File: src/rtl/nic_csr_pkg.sv
package nic_csr_pkg;

    localparam int CSR_W   = 16;
    localparam int N_LISTS = 2;
    localparam int LIST_X  = 0;
    localparam int LIST_R  = 1;

    // bit positions of the status/control word (software decodes them)
    localparam int B_RXEN   = 0;
    localparam int B_RST    = 1;
    localparam int B_NXM    = 2;
    localparam int B_DIAG   = 3;
    localparam int B_XINV   = 4;
    localparam int B_RINV   = 5;
    localparam int B_IE     = 6;
    localparam int B_XI     = 7;
    localparam int B_ILOOPN = 8;
    localparam int B_ELOOP  = 9;
    localparam int B_SANITY = 10;
    localparam int B_FUSE   = 12;
    localparam int B_CARR   = 13;
    localparam int B_RI     = 15;

    typedef struct packed {
        logic sanity;
        logic ext_loop;
        logic int_loop_n;
        logic ie;
        logic diag;
        logic soft_rst;
        logic rx_en;
    } ctrl_t;

    typedef struct packed {
        logic xi;
        logic ri;
        logic nxm;
    } req_t;

    localparam ctrl_t CTRL_RST = '{default: 1'b0};

    function automatic logic loop_selected(ctrl_t c);
        return !c.int_loop_n || c.ext_loop;
    endfunction

    function automatic logic [CSR_W-1:0] csr_word(ctrl_t c, req_t r,
                                                  logic [N_LISTS-1:0] inv,
                                                  logic fuse, logic carr);
        logic [CSR_W-1:0] w;
        w           = '0;
        w[B_RXEN]   = c.rx_en;
        w[B_RST]    = c.soft_rst;
        w[B_NXM]    = r.nxm;
        w[B_DIAG]   = c.diag;
        w[B_XINV]   = inv[LIST_X];
        w[B_RINV]   = inv[LIST_R];
        w[B_IE]     = c.ie;
        w[B_XI]     = r.xi;
        w[B_ILOOPN] = c.int_loop_n;
        w[B_ELOOP]  = c.ext_loop;
        w[B_SANITY] = c.sanity;
        w[B_FUSE]   = fuse;
        w[B_CARR]   = carr;
        w[B_RI]     = r.ri;
        return w;
    endfunction

endpackage

File: src/rtl/nic_csr_ctrl.sv
module nic_csr_ctrl
    import nic_csr_pkg::*;
(
    input  logic  clk,
    input  logic  rst,
    input  logic  wr_csr,
    input  ctrl_t wctrl,
    output ctrl_t ctrl
);

    always_ff @(posedge clk) begin
        if (rst)
            ctrl <= CTRL_RST;
        else if (wr_csr)
            ctrl <= wctrl;
    end


    ctrl_write_chk: assert property (@(posedge clk) disable iff (rst)
        wr_csr |=> (ctrl == $past(wctrl)));

endmodule

File: src/rtl/nic_csr_irq.sv
module nic_csr_irq
    import nic_csr_pkg::*;
(
    input  logic               clk,
    input  logic               rst,
    input  ctrl_t              ctrl,
    input  logic               clr_x,
    input  logic               clr_r,
    input  logic               xmit_done,
    input  logic               rcv_done,
    input  logic               nxm_err,
    input  logic [N_LISTS-1:0] list_end,
    input  logic [N_LISTS-1:0] list_load,
    output req_t               req,
    output logic [N_LISTS-1:0] list_inv,
    output logic               irq
);

    logic set_x;
    logic set_r;

    assign set_x = xmit_done || nxm_err;
    assign set_r = rcv_done && !loop_selected(ctrl);

    always_ff @(posedge clk) begin
        if (rst || ctrl.soft_rst) begin
            req <= '0;
        end else begin
            req.xi  <= set_x   ? 1'b1 : (clr_x ? 1'b0 : req.xi);
            req.nxm <= nxm_err ? 1'b1 : (clr_x ? 1'b0 : req.nxm);
            req.ri  <= set_r   ? 1'b1 : (clr_r ? 1'b0 : req.ri);
        end
    end

    for (genvar g = 0; g < N_LISTS; g++) begin : g_list
        logic inv_q;
        always_ff @(posedge clk) begin
            if (rst || ctrl.soft_rst)
                inv_q <= 1'b1;
            else if (list_end[g])
                inv_q <= 1'b1;
            else if (list_load[g])
                inv_q <= 1'b0;
        end
        assign list_inv[g] = inv_q;
    end

    assign irq = ctrl.ie && (req.xi || req.ri);


    nxm_with_xi_chk: assert property (@(posedge clk) disable iff (rst)
        req.nxm |-> req.xi);


    soft_reset_clears_chk: assert property (@(posedge clk) disable iff (rst)
        ctrl.soft_rst |=> (!req.xi && !req.ri && !req.nxm && (&list_inv)));


    xi_w1c_chk: assert property (@(posedge clk) disable iff (rst)
        (clr_x && !xmit_done && !nxm_err && !ctrl.soft_rst) |=> !req.xi);


    rx_loop_quiet_chk: assert property (@(posedge clk) disable iff (rst)
        (rcv_done && loop_selected(ctrl) && !req.ri) |=> !req.ri);

endmodule

File: src/rtl/nic_csr_vec.sv
module nic_csr_vec
    import nic_csr_pkg::*;
#(
    parameter int VEC_W     = 9,
    parameter int VEC_ALIGN = 2
) (
    input  logic             clk,
    input  logic             rst,
    input  logic             wr_vec,
    input  logic [CSR_W-1:0] wdata,
    input  logic             iack,
    output logic [CSR_W-1:0] vec_rd,
    output logic [CSR_W-1:0] iack_vector
);

    localparam logic [CSR_W-1:0] ONES  = {CSR_W{1'b1}};
    localparam logic [CSR_W-1:0] VMASK = (ONES >> (CSR_W - VEC_W)) & (ONES << VEC_ALIGN);

    logic [CSR_W-1:0] vec_q;

    always_ff @(posedge clk) begin
        if (rst)
            vec_q <= '0;
        else if (wr_vec)
            vec_q <= wdata & VMASK;
    end

    assign vec_rd      = vec_q;
    assign iack_vector = iack ? vec_q : '0;


    vec_write_chk: assert property (@(posedge clk) disable iff (rst)
        wr_vec |=> (vec_rd == ($past(wdata) & VMASK)));

endmodule

File: src/rtl/nic_csr.sv
module nic_csr
    import nic_csr_pkg::*;
#(
    parameter int VEC_W     = 9,
    parameter int VEC_ALIGN = 2
) (
    input  logic        clk,
    input  logic        rst,
    input  logic        bus_wr,
    input  logic        bus_addr,
    input  logic [15:0] bus_wdata,
    output logic [15:0] bus_rdata,
    input  logic        xmit_done,
    input  logic        rcv_done,
    input  logic        nxm_err,
    input  logic        xlist_end,
    input  logic        rlist_end,
    input  logic        xlist_load,
    input  logic        rlist_load,
    input  logic        carrier,
    input  logic        fuse_ok,
    input  logic        iack,
    output logic        irq,
    output logic [15:0] iack_vector,
    output logic        rx_enable,
    output logic        soft_reset,
    output logic        int_loop,
    output logic        ext_loop,
    output logic        sanity_en,
    output logic        diag_rom
);

    logic               wr_csr;
    logic               wr_vec;
    ctrl_t              wctrl;
    ctrl_t              ctrl;
    req_t               req;
    logic [N_LISTS-1:0] list_inv;
    logic [N_LISTS-1:0] list_end;
    logic [N_LISTS-1:0] list_load;
    logic [CSR_W-1:0]   vec_rd;
    logic [CSR_W-1:0]   csr_rd;

    assign wr_csr = bus_wr && !bus_addr;
    assign wr_vec = bus_wr &&  bus_addr;

    always_comb begin
        wctrl.rx_en      = bus_wdata[B_RXEN];
        wctrl.soft_rst   = bus_wdata[B_RST];
        wctrl.diag       = bus_wdata[B_DIAG];
        wctrl.ie         = bus_wdata[B_IE];
        wctrl.int_loop_n = bus_wdata[B_ILOOPN];
        wctrl.ext_loop   = bus_wdata[B_ELOOP];
        wctrl.sanity     = bus_wdata[B_SANITY];
    end

    always_comb begin
        list_end          = '0;
        list_load         = '0;
        list_end[LIST_X]  = xlist_end;
        list_end[LIST_R]  = rlist_end;
        list_load[LIST_X] = xlist_load;
        list_load[LIST_R] = rlist_load;
    end

    nic_csr_ctrl u_ctrl (
        .clk    (clk),
        .rst    (rst),
        .wr_csr (wr_csr),
        .wctrl  (wctrl),
        .ctrl   (ctrl)
    );

    nic_csr_irq u_irq (
        .clk       (clk),
        .rst       (rst),
        .ctrl      (ctrl),
        .clr_x     (wr_csr && bus_wdata[B_XI]),
        .clr_r     (wr_csr && bus_wdata[B_RI]),
        .xmit_done (xmit_done),
        .rcv_done  (rcv_done),
        .nxm_err   (nxm_err),
        .list_end  (list_end),
        .list_load (list_load),
        .req       (req),
        .list_inv  (list_inv),
        .irq       (irq)
    );

    nic_csr_vec #(
        .VEC_W     (VEC_W),
        .VEC_ALIGN (VEC_ALIGN)
    ) u_vec (
        .clk         (clk),
        .rst         (rst),
        .wr_vec      (wr_vec),
        .wdata       (bus_wdata),
        .iack        (iack),
        .vec_rd      (vec_rd),
        .iack_vector (iack_vector)
    );

    always_comb begin
        csr_rd    = csr_word(ctrl, req, list_inv, fuse_ok, carrier);
        bus_rdata = bus_addr ? vec_rd : csr_rd;
    end

    assign rx_enable  = ctrl.rx_en;
    assign soft_reset = ctrl.soft_rst;
    assign int_loop   = ctrl.rx_en && !ctrl.int_loop_n;
    assign ext_loop   = ctrl.ext_loop;
    assign sanity_en  = ctrl.sanity;
    assign diag_rom   = ctrl.diag;


    irq_needs_request_chk: assert property (@(posedge clk) disable iff (rst)
        irq |-> (req.xi || req.ri));

endmodule

File: config.mk
export PLATFORM = sky130hd
export DESIGN_NAME = nic_csr
export DESIGN_NICKNAME = d
export VERILOG_FILES = /design/src/rtl/nic_csr_pkg.sv /design/src/rtl/nic_csr_ctrl.sv /design/src/rtl/nic_csr_irq.sv /design/src/rtl/nic_csr_vec.sv /design/src/rtl/nic_csr.sv
export SDC_FILE = /design/constraint.sdc
export NUM_CORES = 1
export LEC_CHECK = 0
export CAP_MARGIN = 10
export CELL_PAD_IN_SITES_DETAIL_PLACEMENT = 1
export CELL_PAD_IN_SITES_GLOBAL_PLACEMENT = 1
export CORE_MARGIN = 8
export CORE_UTILIZATION = 25
export CTS_CLUSTER_DIAMETER = 150
export DETAILED_ROUTE_END_ITERATION = 10
export PLACE_DENSITY_LB_ADDON = 0.05
export SYNTH_ARGS = -nofsm -noshare
export SYNTH_HDL_FRONTEND = slang
export SYNTH_SLANG_ARGS = --single-unit
File: constraint.sdc
create_clock -name clk -period 1.65 [get_ports clk]
set_input_delay 0.33 -clock clk [delete_from_list [all_inputs] [get_ports clk]]
set_output_delay 0.33 -clock clk [all_outputs]
set_load 0.02 [all_outputs]
# After elaboration in Yosys (flattened, before gate mapping)

Cells that the tools add are included.

Register bits after elaboration: 19
Latch bits: 0
Bits in writable memories: 0
ROM bits: 0
Input port bits: 30
Output and inout port bits: 39
Logic and storage cells: 39
Memories: 0

Add/sub/neg operators: 0
Multiply operators: 0
Div/mod/pow operators: 0
Magnitude comparators: 0
Equal/unequal tests: 0
Shifts and indexed selects: 0
Mux-type cells: 7
Bitwise operators: 0
Reduce and logical (&&, ||, !) cells: 19

Operators by type and width:

| operator            | count |
|---|---|
| $mux W16            | 1 |
| $mux W9             | 1 |
| $logic_and A1 B1 Y1 | 7 |
| $reduce_bool A2 Y1  | 3 |
| $mux W1             | 5 |
| $logic_or A1 B1 Y1  | 4 |
| $reduce_or A2 Y1    | 2 |
| $logic_not A1 Y1    | 3 |

# Depth between registers and ports, before layout

Gate-level depths: netlist of run 1.

Depth after elaboration: 5
Gate-level depth with buffers: 5
Gate-level depth less buffers: 3

# Cells and area by module

From an unflattened synthesis of run 1, not the netlist that was laid out.

Cell total of the unflattened synthesis: 115
Area total of the unflattened synthesis: 1,164.9 µm²

By module, submodules not included:

| module       | times used | cells an instance | area each (µm²) | sequential area each (µm²) |
|---|---|---|---|---|
| nic_csr_vec  | 1          | 48                | 430.4           | 140.1 |
| nic_csr      | 1          | 23                | 281.5           | 0.0 |
| nic_csr_ctrl | 1          | 22                | 247.7           | 140.1 |
| nic_csr_irq  | 1          | 22                | 205.2           | 100.1 |

# Worst setup path after synthesis of run 1

No wires, ideal clock.

Path kind: input-to-output
From: in bus_addr
To: out bus_rdata[3]
Arrival time: 0.933 ns
Data required time: 1.320 ns
Slack: 0.387 ns
Stages on the path: 3
Buffers on the path: 2
Cell sequence: buf_6 buf_6 mux2_2

Cells in the longest elaborated chain, start to end: 1

Ends and longest elaborated chain:

| item               | line           | text |
|---|---|---|
| start: declaration | nic_csr.sv:10  | `input logic bus_addr,` |
| $mux W16           | nic_csr.sv:105 | `bus_rdata = bus_addr ? vec_rd : csr_rd;` |
| end: declaration   | nic_csr.sv:12  | `output logic [15:0] bus_rdata,` |

No other way between the ends.

# Worst setup path in the final report of run 1

From: in bus_addr
To: out bus_rdata[8]

Same word-level chain as after synthesis.

==> impl_metrics.toml, run 1 <==
[status]
status = "complete, no violations"

[die]
rows = 23
initial_core_util = 0.252
die-area_mm2 = 0.00622
io_pins = 69
fp.dieW_um = 78.8
core_mm2 = 0.00391
die_h_um = 78.8

[layout]
layoutNonFillerInstCount = 229
final_cell_mix = "clkdlybuf4s50_1 (27), nand2_1 (22), dfxtp_1 (19), a21oi_1 (16), dlygate4sd2_1 (14)"
fin_util = 0.411
final_common_cell = "clkdlybuf4s50_1"
antenna-diode-count = 0
drive_above_1_share = 0.168
area_growth_pct = 63.0
final_net_count = 210

[global_routing]
antenna_found_initial = 0
grt_pass1_vias = 1100
grt_pass1_wl_mm = 5.46
grtUsageTotal = 0.110
grt_max_degree = 15
overflow = 0

[synth]
yosysSeqAreaShare = 0.385
yosysTopAreaCell = "dfxtp_1"
yosysWarningCount = 0
yosys_register_bits = 19
yosys_most_used_dff = "dfxtp_1"
synth_area_per_cell_um2 = 8.30
syn_area_um2 = 987
async_flop_share = 0
synthCells = 119
yosys.area.top_type_share = 0.385
synth_area_leaders = "dfxtp_1 (39%), buf_4 (9.9%), nand2_1 (8.4%)"
synth_edf_count = 0
yosysUniqueCellTypes = 23

[sta]
finalCritPeriodShare = 0.970
hold_viol = 0
finalMaxSlewViolations = 0
tns_ns = 0
post-route-min-period_ns = 1.60
skew_ns = 0.00515
hold_ws_ns = 0.468
finalSetupViolCount = 0
rsz0062_at_grt = "false"
fin_ws_ns = 0.0495
fmax_ghz = 0.625

[route]
firstDrtPassIters = 2
ant_nets = 0
drt_iter0_drc = 20
drc = 0
avgViaCountPerCell = 4.33
vias = 992
wirelength_mm = 3.50
drt-wirelength-per-cell_um = 15.3

[run]
cap_violations = 0

[clocking]
worstSkewPairLatency_ns = 0.26
path_clk_slew_ns = 0.08
htreeDepth = 1
cts_tree = "done"
cts_sinks = 19
cts_buffer_depth = 2
numCtsBuffers = 3
root_buffer = "clkbuf_8"

[setup_path]
critical_path_class = "input port to output port"
arrival_ns = 1.27
worstPathRequired_ns = 1.32
critical_path_peak_fanout = 7
worstSetupEndpointType = "output port"
cp-start-kind = "input port"

[power]
cellPowerDensity_mw_per_mm2 = 698
vdd_drop_max_mv = 0.297
power_leakage_nw = 0.725

[place]
hpwl_mm = 2.81
numPortBuffers = 53
dpl.cell_count = 224
gp_congestion = 0.737
pre_cts_slack_ns = -0.560

[worst_hold_path]
hp-class = "register to register"
## routing by layer
metal	vias up	part of all wire	GRT usage
met4	0	0.0069	0.0278
li1	486	-	-
met2	35	0.53	0.208
met1	467	0.37	0.109
met3	4	0.088	0.0440
met5	-	0	0
## Yosys cell counts, drive strengths merged, types with 2 or more instances
master	count
a211o	2
a21oi	16
and2	7
buf	16
dfxtp	19
inv	3
mux2	7
nand2	22
nand3	7
nand3b	2
nor2	2
nor2b	8
## cell families after synthesis
family | Yosys count | share of synthesized area
AO/OA/AOI/OAI | 21 | 0.123
other | 1 | 0.00380
buffers and inverters | 20 | 0.142
multiplexers | 7 | 0.0874
AND/OR/NAND/NOR | 51 | 0.259
flip-flops | 19 | 0.385
## state kept, by name, summed over array words and instances, names as in the netlist
signal,flops
u_ctrl.ctrl,7
u_irq.g_list.inv_q,2
u_irq.req,3
u_vec.vec_rd,7
## critical path, cell delays in order
cell,delay [ns]
clkdlybuf4s15_2,0.22
buf_6,0.14
mux2_2,0.33
clkdlybuf4s15_2,0.26
## final timing paths
check                               startpoint                                 end  slack [ns]  depth (start not counted)
hold / removal    u_vec.vec_rd[2]$_SDFFE_PP0P_        u_vec.vec_rd[2]$_SDFFE_PP0P_        0.47                          2
setup / recovery                      bus_addr                        bus_rdata[8]        0.05                          4
hold reg to reg   u_vec.vec_rd[2]$_SDFFE_PP0P_        u_vec.vec_rd[2]$_SDFFE_PP0P_        0.47                          2
setup reg to reg   u_ctrl.ctrl[1]$_SDFFE_PP0N_  u_irq.g_list[0].inv_q$_SDFFE_PP1P_        0.68                          2
## cell type report
cell class	count	area, um^2
fill	482	2300
timing repair buffer	63	604
multi-input combinational	90	504
sequential	19	380
tap	50	62.6
clock buffer	3	41.3
inverter	3	11.3
clock inverter	1	5.00
## timing repair
action / CTS / global route
setup endpoints to repair: 23 / 3
endpoints found under the hold margin: 0 / 0
gates cloned: 1 / 0
setup buffers: 0 / 0
resized for setup: 43 / 3
hold buffers: 0 / 0
## power by group
part,switching [W],total [W],internal [W]
Combinational,0.000141,0.000282,0.000141
Sequential,0.0000163,0.000497,0.000481
Clock,0.000175,0.000343,0.000168
## stage by stage
stage          area [um^2]  total power (W)
2_1_floorplan         1020         0.000668
3_3_place_gp          1560         0.000800
3_5_place_dp          1560         0.000805
4_1_cts               1600          0.00115
5_1_grt               1610          0.00118
6_report              1610          0.00112
Power figures use the tool's default switching activity.
==> inputs of run 2 (changes only) <==
--- a/config.mk
+++ b/config.mk
@@ -13,6 +13,7 @@
 export CTS_CLUSTER_DIAMETER = 150
 export DETAILED_ROUTE_END_ITERATION = 10
 export PLACE_DENSITY_LB_ADDON = 0.05
+export REMOVE_ABC_BUFFERS = 1
 export SYNTH_ARGS = -nofsm -noshare
 export SYNTH_HDL_FRONTEND = slang
 export SYNTH_SLANG_ARGS = --single-unit
==> impl_metrics.toml, run 2 (synthesized netlist as in run 1, its figures left out) <==
[status]
status = "complete, no violations"

[setup_path]
path_delay_family = "buffers and inverters"
cp-start-kind = "input port"
worstSetupEndpointType = "output port"
critical_path_class = "input port to output port"
path_cells = "clkdlybuf4s15_2 > buf_12 > mux2_2 > clkdlybuf4s15_2"
crit_buf_inv = 3
crit_top_cell = "clkdlybuf4s15_2"
r2r-start = "u_ctrl.ctrl[1]$_SDFFE_PP0N_"
arrival_ns = 1.29
crit_path_max_incr_delay_ns = 0.34
critical_path_peak_fanout = 6
r2r-end = "u_irq.g_list[1].inv_q$_SDFFE_PP1P_"
reg2reg_depth = 2
worstPathRequired_ns = 1.32
startpoint = "bus_addr"
ff2ff_setup_slack_ns = 0.67
critPathSlowestCell = "mux2_2"

[power]
finalPower_w = 0.00113
clockPowerShare = 0.298
combPwrFrac = 0.261
cellPowerDensity_mw_per_mm2 = 694
power_frac_seq = 0.441
power.share.switching = 0.291
p_sw_w = 0.000328
power_leakage_nw = 0.758
internal_power_w = 0.000800
vdd_drop_max_mv = 0.268

[clocking]
cts_sinks = 19
worstSkewPairLatency_ns = 0.26
numCtsBuffers = 3
htreeDepth = 1
cts_buffer_depth = 2
cts_hold_buf = 0
cts_tree = "done"
path_clk_slew_ns = 0.07
root_buffer = "clkbuf_8"

[route]
drc = 0
vias = 1000
firstDrtPassIters = 4
avgViaCountPerCell = 4.33
drt_iter0_drc = 17
drt-wirelength-per-cell_um = 15.4
wirelength_mm = 3.55
ant_nets = 0

[sta]
fmax_ghz = 0.618
hold_viol = 0
finalCritPeriodShare = 0.981
finalSetupViolCount = 0
post-route-min-period_ns = 1.62
skew_ns = 0.00333
hold_ws_ns = 0.466
tns_ns = 0
finalMaxSlewViolations = 0
rsz0062_at_grt = "false"

[place]
gp_congestion = 0.668
hpwl_mm = 2.72
dpl_cell_area_mm2 = 0.00156
numPortBuffers = 53

[layout]
final_common_cell = "clkdlybuf4s50_1"
ff_latch_area_um2 = 380
finalInstanceArea_mm2 = 0.00163
final_cell_mix = "clkdlybuf4s50_1 (26), nand2_1 (22), dfxtp_1 (19), a21oi_1 (16), conb_1 (11)"
antenna-diode-count = 0
final_net_count = 212
drive_above_1_share = 0.221
multi_input_area_um2 = 504
fill_cells = 473
fin_util = 0.415
area_growth_pct = 64.6

[global_routing]
antenna_found_initial = 0
grtUsageTotal = 0.118
grt_pass1_vias = 1176
overflow = 0
grt_max_degree = 15
grt_pass1_wl_mm = 5.80

[worst_hold_path]
hold-path-endpoint = "u_irq.g_list[1].inv_q$_SDFFE_PP1P_"
hp-start = "u_irq.g_list[1].inv_q$_SDFFE_PP1P_"
hold-path-cell-count = 1
hp-class = "register to register"

[die]
io_pins = 69
initial_core_util = 0.252
die-area_mm2 = 0.00622
rows = 23
die_h_um = 78.8
core_mm2 = 0.00391
fp.dieW_um = 78.8

[run]
cap_violations = 0
## run 2: timing repair
item                                    in CTS  in global routing
hold endpoints to repair                     0                  0
cloned                                       1                  0
setup buffers                                3                  0
gates resized for setup                     64                  2
pin swaps                                    0                  0
endpoints found under the setup margin      23                  2
## run 2: cell type report
class,count,area share
Clock buffer,3,0.0254
Clock inverter,1,0.00308
Inverter,3,0.00693
Multi-Input combinational cell,90,0.310
Sequential cell,19,0.234
Tap cell,50,0.0385
Timing Repair Buffer,65,0.382
## run 2: worst max path at each step
stage	endpoint	slack, ns	cells after the start
6_report	bus_rdata[3]	0.03	4
3_3_place_gp	bus_rdata[2]	-0.56	4
5_1_grt	bus_rdata[0]	0.005	5
3_5_place_dp	bus_rdata[3]	-0.61	4
4_1_cts	bus_rdata[3]	0.02	4
2_1_floorplan	bus_rdata[0]	0.50	1
## run 2: through the flow
step	instances	worst slack [ns]
floorplan	112	0.503
global placement	223	-0.564
finish	231	0.0314
global route	231	0.00475
CTS	231	0.0234
detailed placement	223	-0.610
## run 2: power by group through the flow
stage	sequential, W	clock (W)	combinational, W
after CTS	0.000498	0.000360	0.000298
after floorplan	0.000510	0	0.000117
final	0.000498	0.000337	0.000294
after global routing	0.000501	0.000379	0.000317
after detailed placement	0.000509	0	0.000297
after global placement	0.000508	0	0.000292
## run 2: routing by layer
metal | track usage | vias to the layer above | share of wire
met4 | 0.0463 | 0 | 0.014
met3 | 0.0406 | 5 | 0.070
met5 | 0 | - | 0
met1 | 0.132 | 467 | 0.43
met2 | 0.200 | 38 | 0.49
li1 | - | 490 | -
